**src/rtl/gpio_irq_pkg.sv**
```systemverilog
package gpio_irq_pkg;

  localparam int WORD_COUNT = 8;

  typedef enum logic [3:0] {
    SEL_NONE,
    SEL_DATA,
    SEL_DIR,
    SEL_PAD,
    SEL_MODELO,
    SEL_MODEHI,
    SEL_MASK,
    SEL_EVENT,
    SEL_ANY
  } rdSel_e;

  typedef struct packed {
    logic data;
    logic dir;
    logic modeLo;
    logic modeHi;
    logic mask;
    logic evClr;
    logic any;
  } wrStrb_t;

endpackage

```
**src/rtl/gpio_ctrl.sv**
```systemverilog
module gpio_ctrl
  import gpio_irq_pkg::*;
#(
  parameter int ADDR_W      = 5,
  parameter bit HAS_ANYEDGE = 1'b1
) (
  input  logic              busSel,
  input  logic              busWr,
  input  logic [ADDR_W-1:0] busAddr,
  output wrStrb_t           strb,
  output rdSel_e            rdSel
);

  localparam int IDX_W = ADDR_W - 2;

  logic [IDX_W-1:0] wordIdx;
  logic             aligned;
  rdSel_e           decSel;

  assign wordIdx = busAddr[ADDR_W-1:2];
  assign aligned = (busAddr[1:0] == 2'b00);

  always_comb begin
    decSel = SEL_NONE;
    case (int'(wordIdx))
      0: decSel = SEL_DATA;
      1: decSel = SEL_DIR;
      2: decSel = SEL_PAD;
      3: decSel = SEL_MODELO;
      4: decSel = SEL_MODEHI;
      5: decSel = SEL_MASK;
      6: decSel = SEL_EVENT;
      7: decSel = HAS_ANYEDGE ? SEL_ANY : SEL_NONE;
      default: decSel = SEL_NONE;
    endcase
    if (!aligned) decSel = SEL_NONE;
  end

  assign rdSel = (busSel && !busWr) ? decSel : SEL_NONE;

  always_comb begin
    strb = '0;
    if (busSel && busWr) begin
      case (decSel)
        SEL_DATA:   strb.data   = 1'b1;
        SEL_DIR:    strb.dir    = 1'b1;
        SEL_MODELO: strb.modeLo = 1'b1;
        SEL_MODEHI: strb.modeHi = 1'b1;
        SEL_MASK:   strb.mask   = 1'b1;
        SEL_EVENT:  strb.evClr  = 1'b1;
        SEL_ANY:    strb.any    = 1'b1;
        default:    strb        = '0;
      endcase
    end
  end

endmodule

```
**src/rtl/gpio_datapath.sv**
```systemverilog
module gpio_datapath
  import gpio_irq_pkg::*;
#(
  parameter int NPINS       = 32,
  parameter bit HAS_ANYEDGE = 1'b1,
  parameter bit SPLIT_IRQ   = 1'b0
) (
  input  logic             clk,
  input  logic             rstN,
  input  wrStrb_t          strb,
  input  rdSel_e           rdSel,
  input  logic [NPINS-1:0] wdata,
  input  logic [NPINS-1:0] padIn,
  output logic [NPINS-1:0] rdata,
  output logic [NPINS-1:0] padOut,
  output logic [NPINS-1:0] padOe,
  output logic [1:0]       irqOut,
  output logic [NPINS-1:0] statVec,
  output logic [NPINS-1:0] maskVec
);

  localparam int HALF = NPINS / 2;

  logic [NPINS-1:0]   dataQ, dirQ, maskQ, evQ, anyQ;
  logic [2*NPINS-1:0] modeQ;
  logic [NPINS-1:0]   syncA, syncQ, prevQ;
  logic [NPINS-1:0]   hitVec, clrVec, pendVec;

  always_ff @(posedge clk or negedge rstN) begin
    if (!rstN) begin
      dataQ <= '0;
      dirQ  <= '0;
      maskQ <= '0;
      modeQ <= '0;
      syncA <= '0;
      syncQ <= '0;
      prevQ <= '0;
      evQ   <= '0;
    end else begin
      syncA <= padIn;
      syncQ <= syncA;
      prevQ <= syncQ;
      if (strb.data)   dataQ <= wdata;
      if (strb.dir)    dirQ  <= wdata;
      if (strb.mask)   maskQ <= wdata;
      if (strb.modeLo) modeQ[NPINS-1:0]       <= wdata;
      if (strb.modeHi) modeQ[2*NPINS-1:NPINS] <= wdata;
      evQ <= (evQ & ~clrVec) | hitVec;
    end
  end

  generate
    if (HAS_ANYEDGE) begin : g_any
      always_ff @(posedge clk or negedge rstN) begin
        if (!rstN)        anyQ <= '0;
        else if (strb.any) anyQ <= wdata;
      end
    end else begin : g_noAny
      assign anyQ = '0;
    end
  endgenerate

  assign clrVec = strb.evClr ? wdata : '0;

  for (genvar i = 0; i < NPINS; i++) begin : g_pin
    logic [1:0] mode;
    logic       changed;
    logic       modeHit;
    assign mode    = modeQ[2*i +: 2];
    assign changed = syncQ[i] ^ prevQ[i];
    assign modeHit = mode[1] ? (changed && (syncQ[i] != mode[0]))
                             : (syncQ[i] == mode[0]);
    assign hitVec[i] = !dirQ[i] && (anyQ[i] ? changed : modeHit);
  end

  assign pendVec = evQ & maskQ;

  generate
    if (SPLIT_IRQ) begin : g_split
      assign irqOut = {|pendVec[NPINS-1:HALF], |pendVec[HALF-1:0]};
    end else begin : g_single
      assign irqOut = {1'b0, |pendVec};
    end
  endgenerate

  always_comb begin
    case (rdSel)
      SEL_DATA:   rdata = (dataQ & dirQ) | (syncQ & ~dirQ);
      SEL_DIR:    rdata = dirQ;
      SEL_PAD:    rdata = syncQ & ~dirQ;
      SEL_MODELO: rdata = modeQ[NPINS-1:0];
      SEL_MODEHI: rdata = modeQ[2*NPINS-1:NPINS];
      SEL_MASK:   rdata = maskQ;
      SEL_EVENT:  rdata = evQ;
      SEL_ANY:    rdata = anyQ;
      default:    rdata = '0;
    endcase
  end

  assign padOut  = dataQ;
  assign padOe   = dirQ;
  assign statVec = evQ;
  assign maskVec = maskQ;

endmodule

```
**src/rtl/gpio_irq_port.sv**
```systemverilog
module gpio_irq_port
  import gpio_irq_pkg::*;
#(
  parameter int NPINS       = 32,
  parameter int ADDR_W      = 5,
  parameter bit HAS_ANYEDGE = 1'b1,
  parameter bit SPLIT_IRQ   = 1'b0
) (
  input  logic              clk,
  input  logic              rstN,
  input  logic              busSel,
  input  logic              busWr,
  input  logic [ADDR_W-1:0] busAddr,
  input  logic [NPINS-1:0]  busWdata,
  output logic [NPINS-1:0]  busRdata,
  input  logic [NPINS-1:0]  padIn,
  output logic [NPINS-1:0]  padOut,
  output logic [NPINS-1:0]  padOe,
  output logic [1:0]        irqOut
);

  wrStrb_t          strb;
  rdSel_e           rdSel;
  logic [NPINS-1:0] statVec;
  logic [NPINS-1:0] maskVec;

  gpio_ctrl #(
    .ADDR_W(ADDR_W),
    .HAS_ANYEDGE(HAS_ANYEDGE)
  ) u_ctrl (
    .busSel(busSel),
    .busWr(busWr),
    .busAddr(busAddr),
    .strb(strb),
    .rdSel(rdSel)
  );

  gpio_datapath #(
    .NPINS(NPINS),
    .HAS_ANYEDGE(HAS_ANYEDGE),
    .SPLIT_IRQ(SPLIT_IRQ)
  ) u_dp (
    .clk(clk),
    .rstN(rstN),
    .strb(strb),
    .rdSel(rdSel),
    .wdata(busWdata),
    .padIn(padIn),
    .rdata(busRdata),
    .padOut(padOut),
    .padOe(padOe),
    .irqOut(irqOut),
    .statVec(statVec),
    .maskVec(maskVec)
  );

endmodule

```
**config.mk**
```make
export PLATFORM = sky130hd
export DESIGN_NAME = gpio_irq_port
export DESIGN_NICKNAME = d
export VERILOG_FILES = /design/src/rtl/gpio_irq_pkg.sv /design/src/rtl/gpio_ctrl.sv /design/src/rtl/gpio_datapath.sv /design/src/rtl/gpio_irq_port.sv
export SDC_FILE = /design/constraint.sdc
export NUM_CORES = 1
export LEC_CHECK = 0
export BUFFER_PORTS_ARGS = -buffer_cell sky130_fd_sc_hd__buf_2
export CELL_PAD_IN_SITES_DETAIL_PLACEMENT = 1
export CELL_PAD_IN_SITES_GLOBAL_PLACEMENT = 1
export CORE_MARGIN = 2
export CORE_UTILIZATION = 42
export CTS_CLUSTER_SIZE = 16
export DETAILED_ROUTE_END_ITERATION = 8
export PLACE_DENSITY_LB_ADDON = 0.25
export REMOVE_ABC_BUFFERS = 1
export SYNTH_ARGS = -nofsm -noshare
export SYNTH_HDL_FRONTEND = slang
export SYNTH_HIERARCHICAL = 1
export SYNTH_SLANG_ARGS = --single-unit
```
**constraint.sdc**
```tcl
create_clock -name clk -period 2 [get_ports clk]
set_clock_uncertainty 0.05 [all_clocks]
set_input_delay 0.1 -clock clk [delete_from_list [all_inputs] [get_ports clk]]
set_output_delay 0.1 -clock clk [all_outputs]
set_load 0.05 [all_outputs]
```
==> results of run 1 <==
-- kinds of logic after synthesis --
family / share of synthesized area [%]
flip-flops: 55.82
AO/OA/AOI/OAI: 14.99
AND/OR/NAND/NOR: 8.294
multiplexers: 15.14
buffers and inverters: 2.686
XOR/XNOR: 2.869
adder cells (fa/ha/maj): 0.1744
other: 0.02614
-- cells in the final DEF (no fill, tap or decap), drive strengths merged, types with 2 or more instances in the layout --
cell type    instances
o211ai              35
nor3                30
clkbuf              57
bufinv               2
nand3b              24
nand4                6
nand2b              27
nor4                 3
clkinvlp             2
a21oi               40
a221oi              18
nand2              106
a221o                3
a21o                 3
nor2                13
o21ai               80
mux2               192
o221ai               2
dfrtp              320
a32o                 3
a31o                32
xor2                47
dlygate4sd3         65
o22ai                6
ha                   2
clkinv               5
buf                265
nand3                2
a22oi               80
inv                 38
or3                  2
nor4b                4
nor2b               10
a222oi               9
-- layer usage --
| layer | track usage [%] | wire length [um] | vias to the layer above |
|---|---|---|---|
| met5 | 0 | 0 | - |
| met1 | 37.13 | 21830 | 6037 |
| met3 | 4.749 | 2413 | 81 |
| li1 | - | - | 5063 |
| met2 | 46.46 | 24330 | 322 |
| met4 | 9.105 | 1168 | 0 |
-- final cells by class --
class	count	area [um2]	share of cell area, %
inverter	37	138.9	0.7106
clock buffer	54	1122	5.743
tap	448	560.5	2.868
timing repair buffer	333	3148	16.11
multi-input combinational	789	6454	33.02
clock inverter	10	108.9	0.5570
sequential	320	8011	40.99
-- stage by stage --
| step | hold slack (ps) | total power [W] | utilization [%] | setup slack [ps] |
|---|---|---|---|---|
| after floorplan | -245.6 | 0.01032 | - | -3493 |
| after global placement | -13.68 | 0.01150 | 48.89 | -412.6 |
| after detailed placement | -4.781 | 0.01164 | 48.89 | -477.8 |
| after CTS | 28.80 | 0.01873 | 57.25 | -294.2 |
| after global routing | 54.99 | 0.01948 | 58.14 | -478.3 |
| final | 37.45 | 0.01873 | 58.14 | -372.7 |
-- power breakdown --
| part | leakage (nW) | switching [W] | internal (W) | total (W) |
|---|---|---|---|---|
| Combinational | 4.09 | 0.00244 | 0.00134 | 0.00378 |
| Sequential | 3.90 | 0.000900 | 0.00722 | 0.00812 |
| Clock | 0.605 | 0.00269 | 0.00414 | 0.00683 |
| Total | 8.60 | 0.00602 | 0.0127 | 0.0187 |
-- sequential cells by signal, indices dropped and copies added, names as in the netlist --
signal / cells
u_dp/syncA: 32
u_dp/statVec: 32
u_dp/syncQ: 32
u_dp/padOe: 32
u_dp/padOut: 32
u_dp/maskVec: 32
u_dp/prevQ: 32
u_dp/anyQ: 32
u_dp/modeQ: 64
-- worst reg2reg max path, cell delays in order (launching register included) --
cell	delay [ps]
dfrtp_1	470
nand3b_1	140
o21ai_0	100
a222oi_1	470
o21ai_0	130
-- how the worst max path moves through the flow --
stage	start	endpoint	slack (ps)	depth (start not counted)
after detailed placement	busAddr[2]	busRdata[12]	-480	12
final	busAddr[0]	busRdata[29]	-370	15
after floorplan	busAddr[1]	busRdata[10]	-3490	7
after global routing	busAddr[0]	busRdata[31]	-480	14
after global placement	busAddr[2]	busRdata[12]	-410	11
after CTS	busAddr[0]	busRdata[25]	-290	14
-- repair_timing --
action | CTS | global route
endpoints found under the hold margin | 576 | 0
gates cloned | 7 | 4
endpoints found under the setup margin | 33 | 33
hold buffers | 65 | 0
buffers inserted | 15 | 14
gates resized for setup | 158 | 37
pin swaps | 52 | 34
==> impl_metrics.py, run 1 <==
metrics = {
    "cts": {
        "clk_latency_ps": 520,
        "clockBufferDepth": 3,
        "numCtsBuffers": 37,
        "clkTransAtPathRegs_ps": 60,
        "cts_root_buf": "clkbuf_16",
        "cts_tree": "built",
        "cts.htree.levels": 2,
        "clkSinkCount": 320,
    },
    "final_layout": {
        "finalNetCount": 1593,
        "fillCellCount": 3368,
        "drive_above_1_share_pct": 39.40,
        "num_antenna_cells": 0,
        "syn_to_final_growth_pct": 36.23,
        "final_cells": 1991,
        "design_area_mm2": 0.01954,
    },
    "yosys": {
        "syn_avg_cell_area_um2": 11.92,
        "synth_top_area_share_pct": 55.82,
        "ys_types": 44,
        "syn-cell-area_mm2": 0.01435,
        "yosys_most_used_dff": "dfrtp_1",
        "async_flop_share_pct": 100.0,
        "syn_inst": 1204,
        "ys_ff_latch": 320,
        "yosysMostFrequentCell": "dfrtp_1",
        "yosysSeqAreaShare_pct": 55.82,
        "synth_commonest_cells": "320 x dfrtp_1, 192 x mux2_2, 106 x nand2_1",
        "synth_edf_count": 0,
        "yosys-top-cells-area": "dfrtp_1 56%, mux2_2 15%, a22oi_1 4.2%",
        "synth_top_cell_by_area": "dfrtp_1",
        "yosys_warnings": 6,
    },
    "global_routing": {
        "antenna_found_initial": 0,
        "grt_pass1_wl_mm": 76.16,
        "globalRoute.totalOverflow": 0,
        "grt_usage_pct": 27.89,
        "grt_max_degree": 69,
        "grt_pass1_vias": 12760,
    },
    "timing": {
        "worst_slew_pin_slew_ps": 508.2,
        "grt_setup_unrepaired": "true",
        "maxSlewHeadroom_pct": 65.15,
        "fmax_mhz": 421.5,
        "finalMaxSlewViolations": 0,
        "fin_crit_sh_pct": 118.6,
        "finalSetupTns_ps": -10260,
        "finalCriticalPeriod_ps": 2373,
        "fin_ws_ps": -372.7,
        "setup_viol": 33,
        "hold_violations": 0,
    },
    "power_and_ir_drop": {
        "peakVddDrop_uv": 773.7,
        "p_per_area_mw_per_mm2": 958.5,
        "leakage_nw": 8.598,
    },
    "die": {
        "fp.dieW_um": 188.8,
        "io_pins": 171,
        "die_y_um": 188.8,
        "dieArea_mm2": 0.03565,
        "core.rowCount": 67,
        "coreArea_mm2": 0.03362,
        "start_util_pct": 42.68,
    },
    "placement": {
        "port_buffers": 169,
        "dp_cells": 1826,
        "gp_congestion": 0.8083,
        "placed_area_mm2": 0.01644,
        "hpwl_mm": 29.84,
    },
    "worst_setup_path": {
        "path_buf_inv": 8,
        "timing.rr.end": "u_dp/statVec[9]$_DFF_PN0_",
        "critPathSlowestCell": "a31o_1",
        "r2r_setup_slack_ps": 520,
        "critPathCaptureType": "primary output",
        "crit_chain": "buf_6 > nor2_4 > nand3b_1 > buf_6 > buf_6 > nor2_4 > buf_6 > nor4bb_4 > buf_4 > buf_12 > buf_16 > a22oi_2 > o211ai_1 > a31o_1 > buf_6",
        "regToRegStartpoint": "u_dp/syncQ[9]$_DFF_PN0_",
        "ff2ff_path_depth": 4,
        "cp-start-kind": "primary input",
        "slowest_delay_ps": 230,
        "path_delay_family": "buffers and inverters",
        "worstPathArrival_ps": 2220,
        "required_ps": 1850,
        "path_class": "in -> out",
        "critPathMaxFanout": 5,
        "path_common_cell": "buf_6",
    },
    "route": {
        "detail-route-antenna-nets": 0,
        "wire_per_inst_um": 24.98,
        "drt_pass1_iterations": 7,
        "via_count": 11500,
        "drt_wl_total_mm": 49.74,
        "drt_iter0_markers": 815,
        "route.detailed.drc": 0,
        "via_per_inst": 5.777,
    },
    "min_path": {
        "worstHoldPathType": "in -> async",
    },
    "run_status": {
        "outcome": "finished with violations",
        "failed_checks": "setup timing",
    },
    "run": {
        "max_cap_viol_count": 0,
    },
}
Note: power is estimated with default switching activity, not from simulation.
==> run 2: changes to the inputs <==
--- a/config.mk
+++ b/config.mk
@@ -14,6 +14,7 @@
 export DETAILED_ROUTE_END_ITERATION = 8
 export PLACE_DENSITY_LB_ADDON = 0.25
 export REMOVE_ABC_BUFFERS = 1
+export SKIP_LAST_GASP = 1
 export SYNTH_ARGS = -nofsm -noshare
 export SYNTH_HDL_FRONTEND = slang
 export SYNTH_HIERARCHICAL = 1
==> run 2 against run 1 <==
The flow still finishes with violations (setup timing). First-iteration DRC count grew 4.3%. Final area shrank 0.82%. Clock power is essentially flat. Wire length shrank 1.9%. Sequential share of layout area grew 0.33 points. Flip-flop and latch count is the same. Cell count shrank 0.60%. Critical endpoint is now busRdata[4]. Largest cell class unchanged. Highest routed layer unchanged.
==> impl_metrics.py, run 2 (synthesized netlist as in run 1, its figures left out) <==
metrics = {
    "route": {
        "via_count": 11500,
        "wire_per_inst_um": 24.66,
        "detail-route-antenna-nets": 0,
        "drt_pass1_iterations": 9,
        "drt_wl_total_mm": 48.80,
        "route.detailed.drc": 0,
        "via_per_inst": 5.812,
        "drt_iter0_markers": 850,
    },
    "power_and_ir_drop": {
        "p_total_w": 0.01871,
        "p_per_area_mw_per_mm2": 965.1,
        "peakVddDrop_uv": 771.6,
        "leakage_nw": 8.524,
    },
    "final_layout": {
        "top_register": "u_dp/modeQ",
        "finalNetCount": 1581,
        "num_antenna_cells": 0,
        "syn_to_final_growth_pct": 35.11,
        "final_cells": 1979,
        "drive_above_1_share_pct": 38.54,
        "fillCellCount": 3367,
        "final_common_cell": "dfrtp_1",
        "design_area_mm2": 0.01938,
        "final_cell_mix": "318 x dfrtp_1, 185 x mux2_2, 131 x buf_2",
        "largest_reg_flops": 64,
    },
    "global_routing": {
        "grt_pass1_vias": 12740,
        "grt_usage_pct": 27.70,
        "globalRoute.totalOverflow": 0,
        "antenna_found_initial": 0,
        "grt_pass1_wl_mm": 75.74,
        "grt_max_degree": 69,
    },
    "placement": {
        "dp_slack_ps": -477.8,
        "gp_congestion": 0.8083,
        "placed_area_mm2": 0.01644,
        "dp_cells": 1826,
        "port_buffers": 169,
        "hpwl_mm": 29.84,
    },
    "cts": {
        "numCtsBuffers": 37,
        "clockBufferDepth": 3,
        "cts_tree": "built",
        "clkTransAtPathRegs_ps": 60,
        "clk_latency_ps": 520,
        "cts_root_buf": "clkbuf_16",
        "cts.htree.levels": 2,
        "clkSinkCount": 320,
    },
    "min_path": {
        "worstHoldPathType": "in -> async",
    },
    "worst_setup_path": {
        "cp-start-kind": "primary input",
        "path_class": "in -> out",
        "required_ps": 1850,
        "critPathMaxFanout": 8,
        "worstPathArrival_ps": 2200,
        "critPathCaptureType": "primary output",
    },
    "timing": {
        "setup_viol": 33,
        "finalMaxSlewViolations": 0,
        "finalCriticalPeriod_ps": 2349,
        "worst_slew_pin_slew_ps": 519.3,
        "fmax_mhz": 425.6,
        "hold_violations": 0,
        "holdWs_ps": 37.79,
        "fin_ws_ps": -349.4,
        "maxSlewHeadroom_pct": 64.39,
        "fin_crit_sh_pct": 117.5,
        "grt_setup_unrepaired": "true",
    },
    "die": {
        "core.rowCount": 67,
        "dieArea_mm2": 0.03565,
        "die_y_um": 188.8,
        "coreArea_mm2": 0.03362,
        "fp.dieW_um": 188.8,
        "io_pins": 171,
        "start_util_pct": 42.68,
    },
    "run": {
        "max_cap_viol_count": 0,
    },
    "run_status": {
        "outcome": "finished with violations",
        "failed_checks": "setup timing",
    },
}
[run 2: path summary, 6_finish.rpt]
check / startpoint / endpoint / slack (ps) / depth (start not counted)
worst max-delay path: busAddr[0] / busRdata[4] / -350 / 14
worst min-delay path: rstN / u_dp/syncA[20]$_DFF_PN0_ / 40 / 2
worst max register to register: u_dp/syncQ[9]$_DFF_PN0_ / u_dp/statVec[9]$_DFF_PN0_ / 510 / 4
worst min register to register: u_dp/syncA[0]$_DFF_PN0_ / u_dp/syncQ[0]$_DFF_PN0_ / 300 / 0
max in group asynchronous: rstN / u_dp/syncA[23]$_DFF_PN0_ / 1140 / 3
min in group clk: padIn[20] / u_dp/syncA[20]$_DFF_PN0_ / 170 / 2
[run 2: where the power goes]
group | switching (W) | internal (W)
clock network | 0.00267 | 0.00414
registers | 0.000910 | 0.00722
logic | 0.00243 | 0.00133
total | 0.00601 | 0.0127
[run 2: worst max-delay path: stages]
cell and delay, ps:
buf_6 90, nor2_4 90, nand3b_1 160, buf_6 180
nor2_4 120, buf_12 140, nor4b_4 270, buf_4 190
buf_12 160, buf_6 130, a21oi_2 50, o211ai_1 180
a31o_1 170, buf_6 170
[run 2: stage by stage]
stage / util, % / TNS (ps)
after floorplan: - / -434650
after global placement: 48.89 / -10750
after detailed placement: 48.89 / -16170
after CTS: 57.14 / -8491
after global routing: 57.66 / -12790
final: 57.66 / -9465
[run 2: final cells by class]
type                       instances  area, um2  area share [%]
tap                              448      560.5           2.892
clock inverter                    10      108.9          0.5616
clock buffer                      54       1122           5.790
inverter                          37      138.9          0.7165
sequential                       320       8010           41.32
timing repair buffer             321       2980           15.38
multi-input combinational        789       6462           33.34
[run 2: metal layers]
layer	vias to the layer above	wire, um	part of all wire (%)	GRT usage [%]
li1	5041	-	-	-
met5	-	0	0	0
met1	6032	20910	43	36.80
met4	0	1356	2.8	8.924
met2	334	23940	49	46.21
met3	95	2591	5.3	4.824
[run 2: timing repair]
item                                    in CTS  in global routing
resized for setup                          150                 28
pin swaps                                   51                 34
endpoints found under the setup margin      33                 33
hold endpoints to repair                   576                  0
cloned                                       7                  1
buffers inserted                            15                  2
hold buffers                                65                  0
==> run 3: changes to the inputs <==
==> constraint.sdc (replaced) <==
create_clock -name clk -period 2 [get_ports clk]
set_clock_uncertainty 0.05 [all_clocks]
set_input_delay 0.2 -clock clk [delete_from_list [all_inputs] [get_ports clk]]
set_output_delay 0.2 -clock clk [all_outputs]
set_load 0.05 [all_outputs]
==> run 3 against run 2 <==
The flow still finishes with violations (setup timing). Global-route usage decreased by 0.20 points. Sequential power hardly changed. Cell count is 1.0% higher. Register-to-register slack barely moved. Combinational power up 1%.
==> impl_metrics.py, run 3 (synthesized netlist as in run 1, its figures left out) <==
metrics = {
    "run_status": {
        "failed_checks": "setup timing",
        "outcome": "finished with violations",
    },
    "die": {
        "die_y_um": 188.8,
        "fp.dieW_um": 188.8,
        "start_util_pct": 42.68,
        "coreArea_mm2": 0.03362,
        "core.rowCount": 67,
        "dieArea_mm2": 0.03565,
        "io_pins": 171,
    },
    "worst_setup_path": {
        "crit_chain": "buf_6 > nor2_4 > nand3b_1 > buf_6 > a211oi_2 > buf_4 > buf_6 > nor4b_4 > buf_6 > buf_12 > a21oi_1 > o211ai_1 > a31o_1 > buf_6",
        "path_class": "in -> out",
        "worstPathArrival_ps": 2400,
        "required_ps": 1750,
        "path_common_cell": "buf_6",
        "critPathMaxFanout": 5,
        "cp-start-kind": "primary input",
        "critPathCaptureType": "primary output",
        "critPathSlowestCell": "nor4b_4",
        "slowest_delay_ps": 420,
    },
    "route": {
        "wire_per_inst_um": 25.39,
        "drt_iter0_markers": 753,
        "detail-route-antenna-nets": 0,
        "route.detailed.drc": 0,
        "via_per_inst": 5.873,
        "drt_wl_total_mm": 50.75,
        "via_count": 11740,
        "drt_pass1_iterations": 5,
    },
    "timing": {
        "setup_viol": 33,
        "finalCriticalPeriod_ps": 2647,
        "grt_setup_unrepaired": "true",
        "finalMaxSlewViolations": 0,
        "fin_ws_ps": -646.6,
        "hold_violations": 0,
        "fmax_mhz": 377.8,
        "maxSlewHeadroom_pct": 60.19,
        "holdWs_ps": 96.48,
        "fin_crit_sh_pct": 132.3,
        "worst_slew_pin_slew_ps": 580.6,
    },
    "cts": {
        "clk_latency_ps": 520,
        "cts.htree.levels": 2,
        "clkTransAtPathRegs_ps": 60,
        "cts_tree": "built",
        "numCtsBuffers": 37,
        "clockBufferDepth": 3,
        "cts_root_buf": "clkbuf_16",
        "clkSinkCount": 320,
    },
    "final_layout": {
        "top_register": "u_dp/modeQ",
        "num_antenna_cells": 0,
        "final_common_cell": "dfrtp_1",
        "finalNetCount": 1601,
        "syn_to_final_growth_pct": 37.25,
        "final_cell_mix": "317 x dfrtp_1, 187 x mux2_2, 129 x buf_2",
        "largest_reg_flops": 64,
        "final_cells": 1999,
        "drive_above_1_share_pct": 39.59,
    },
    "power_and_ir_drop": {
        "p_per_area_mw_per_mm2": 939.5,
        "leakage_nw": 8.673,
        "peakVddDrop_uv": 694.3,
    },
    "global_routing": {
        "grt_max_degree": 67,
        "grt_usage_pct": 27.50,
        "grt_pass1_vias": 12580,
        "globalRoute.totalOverflow": 0,
        "grt_pass1_wl_mm": 75.20,
        "antenna_found_initial": 0,
    },
    "placement": {
        "gp_congestion": 0.7961,
        "port_buffers": 169,
        "dp_slack_ps": -689.9,
        "hpwl_mm": 30.39,
        "dp_cells": 1825,
    },
    "min_path": {
        "worstHoldPathType": "in -> async",
    },
    "run": {
        "max_cap_viol_count": 0,
    },
}
-- run 3: changes by cell type in the layout (fill, tap and decap cells not counted), moves of 4 or more --
cell       previous run  this run
a21oi_2               5        11
a21oi_4               7         2
buf_12               34        44
buf_6                42        46
clkbuf_16            40        46
clkinv_2              5         9
-- run 3: final cells by class --
| type | instances | area, um2 |
|---|---|---|
| Inverter | 37 | 138.9 |
| Multi-Input combinational cell | 789 | 6442 |
| Fill cell | 3373 | 13930 |
| Timing Repair Buffer | 341 | 3356 |
| Tap cell | 448 | 560.5 |
| Clock buffer | 53 | 1119 |
| Sequential cell | 320 | 8011 |
| Clock inverter | 11 | 62.56 |
-- run 3: worst max-delay path, delay by kind of cell --
family / cells / cell delay (ps)
AND/OR/NAND/NOR: 3 / 600
buffers and inverters: 7 / 1070
AO/OA/AOI/OAI: 4 / 510
-- run 3: power by group --
part / internal, W / switching [W] / total [W] / leakage [nW]
sequential: 0.00722 / 0.000901 / 0.00812 / 3.91
clock: 0.00388 / 0.00269 / 0.00657 / 0.595
combinational: 0.00136 / 0.00245 / 0.00381 / 4.17
total: 0.0125 / 0.00604 / 0.0185 / 8.67
-- run 3: worst paths after layout --
path                                     startpoint                         end  slack, ps  depth (start not counted)
min in group clk                          padIn[18]    u_dp/syncA[18]$_DFF_PN0_        260                          2
setup / recovery                         busAddr[0]                busRdata[15]       -650                         14
hold / removal                                 rstN   u_dp/anyQ[21]$_DFFE_PN0P_        100                          2
max in group asynchronous                      rstN  u_dp/modeQ[63]$_DFFE_PN0P_       1120                          3
hold reg to reg            u_dp/syncA[13]$_DFF_PN0_    u_dp/syncQ[13]$_DFF_PN0_        300                          0
setup reg to reg            u_dp/syncQ[7]$_DFF_PN0_   u_dp/statVec[7]$_DFF_PN0_        520                          4
-- run 3: per-stage QoR --
step	utilization (%)	power (W)	cell area, um2	setup TNS [ps]
after floorplan	-	0.01032	14100	-463450
after global placement	49.02	0.01150	16480	-25880
after detailed placement	49.02	0.01164	16480	-30870
after CTS	57.12	0.01845	19200	-18980
after global routing	58.57	0.01924	19690	-20350
final	58.57	0.01850	19690	-18620
-- run 3: timing repair --
item | in CTS | in global routing
hold buffers | 65 | 0
setup buffers | 23 | 14
cloned | 6 | 7
resized for setup | 128 | 57
setup endpoints to repair | 33 | 180
pin swaps | 15 | 48
hold endpoints to repair | 531 | 0
-- run 3: per-layer routing --
layer / routed length, um / track usage, %
met5: 0 / 0
met4: 1709 / 9.315
met3: 2328 / 4.526
met2: 24940 / 46.05
met1: 21770 / 36.33
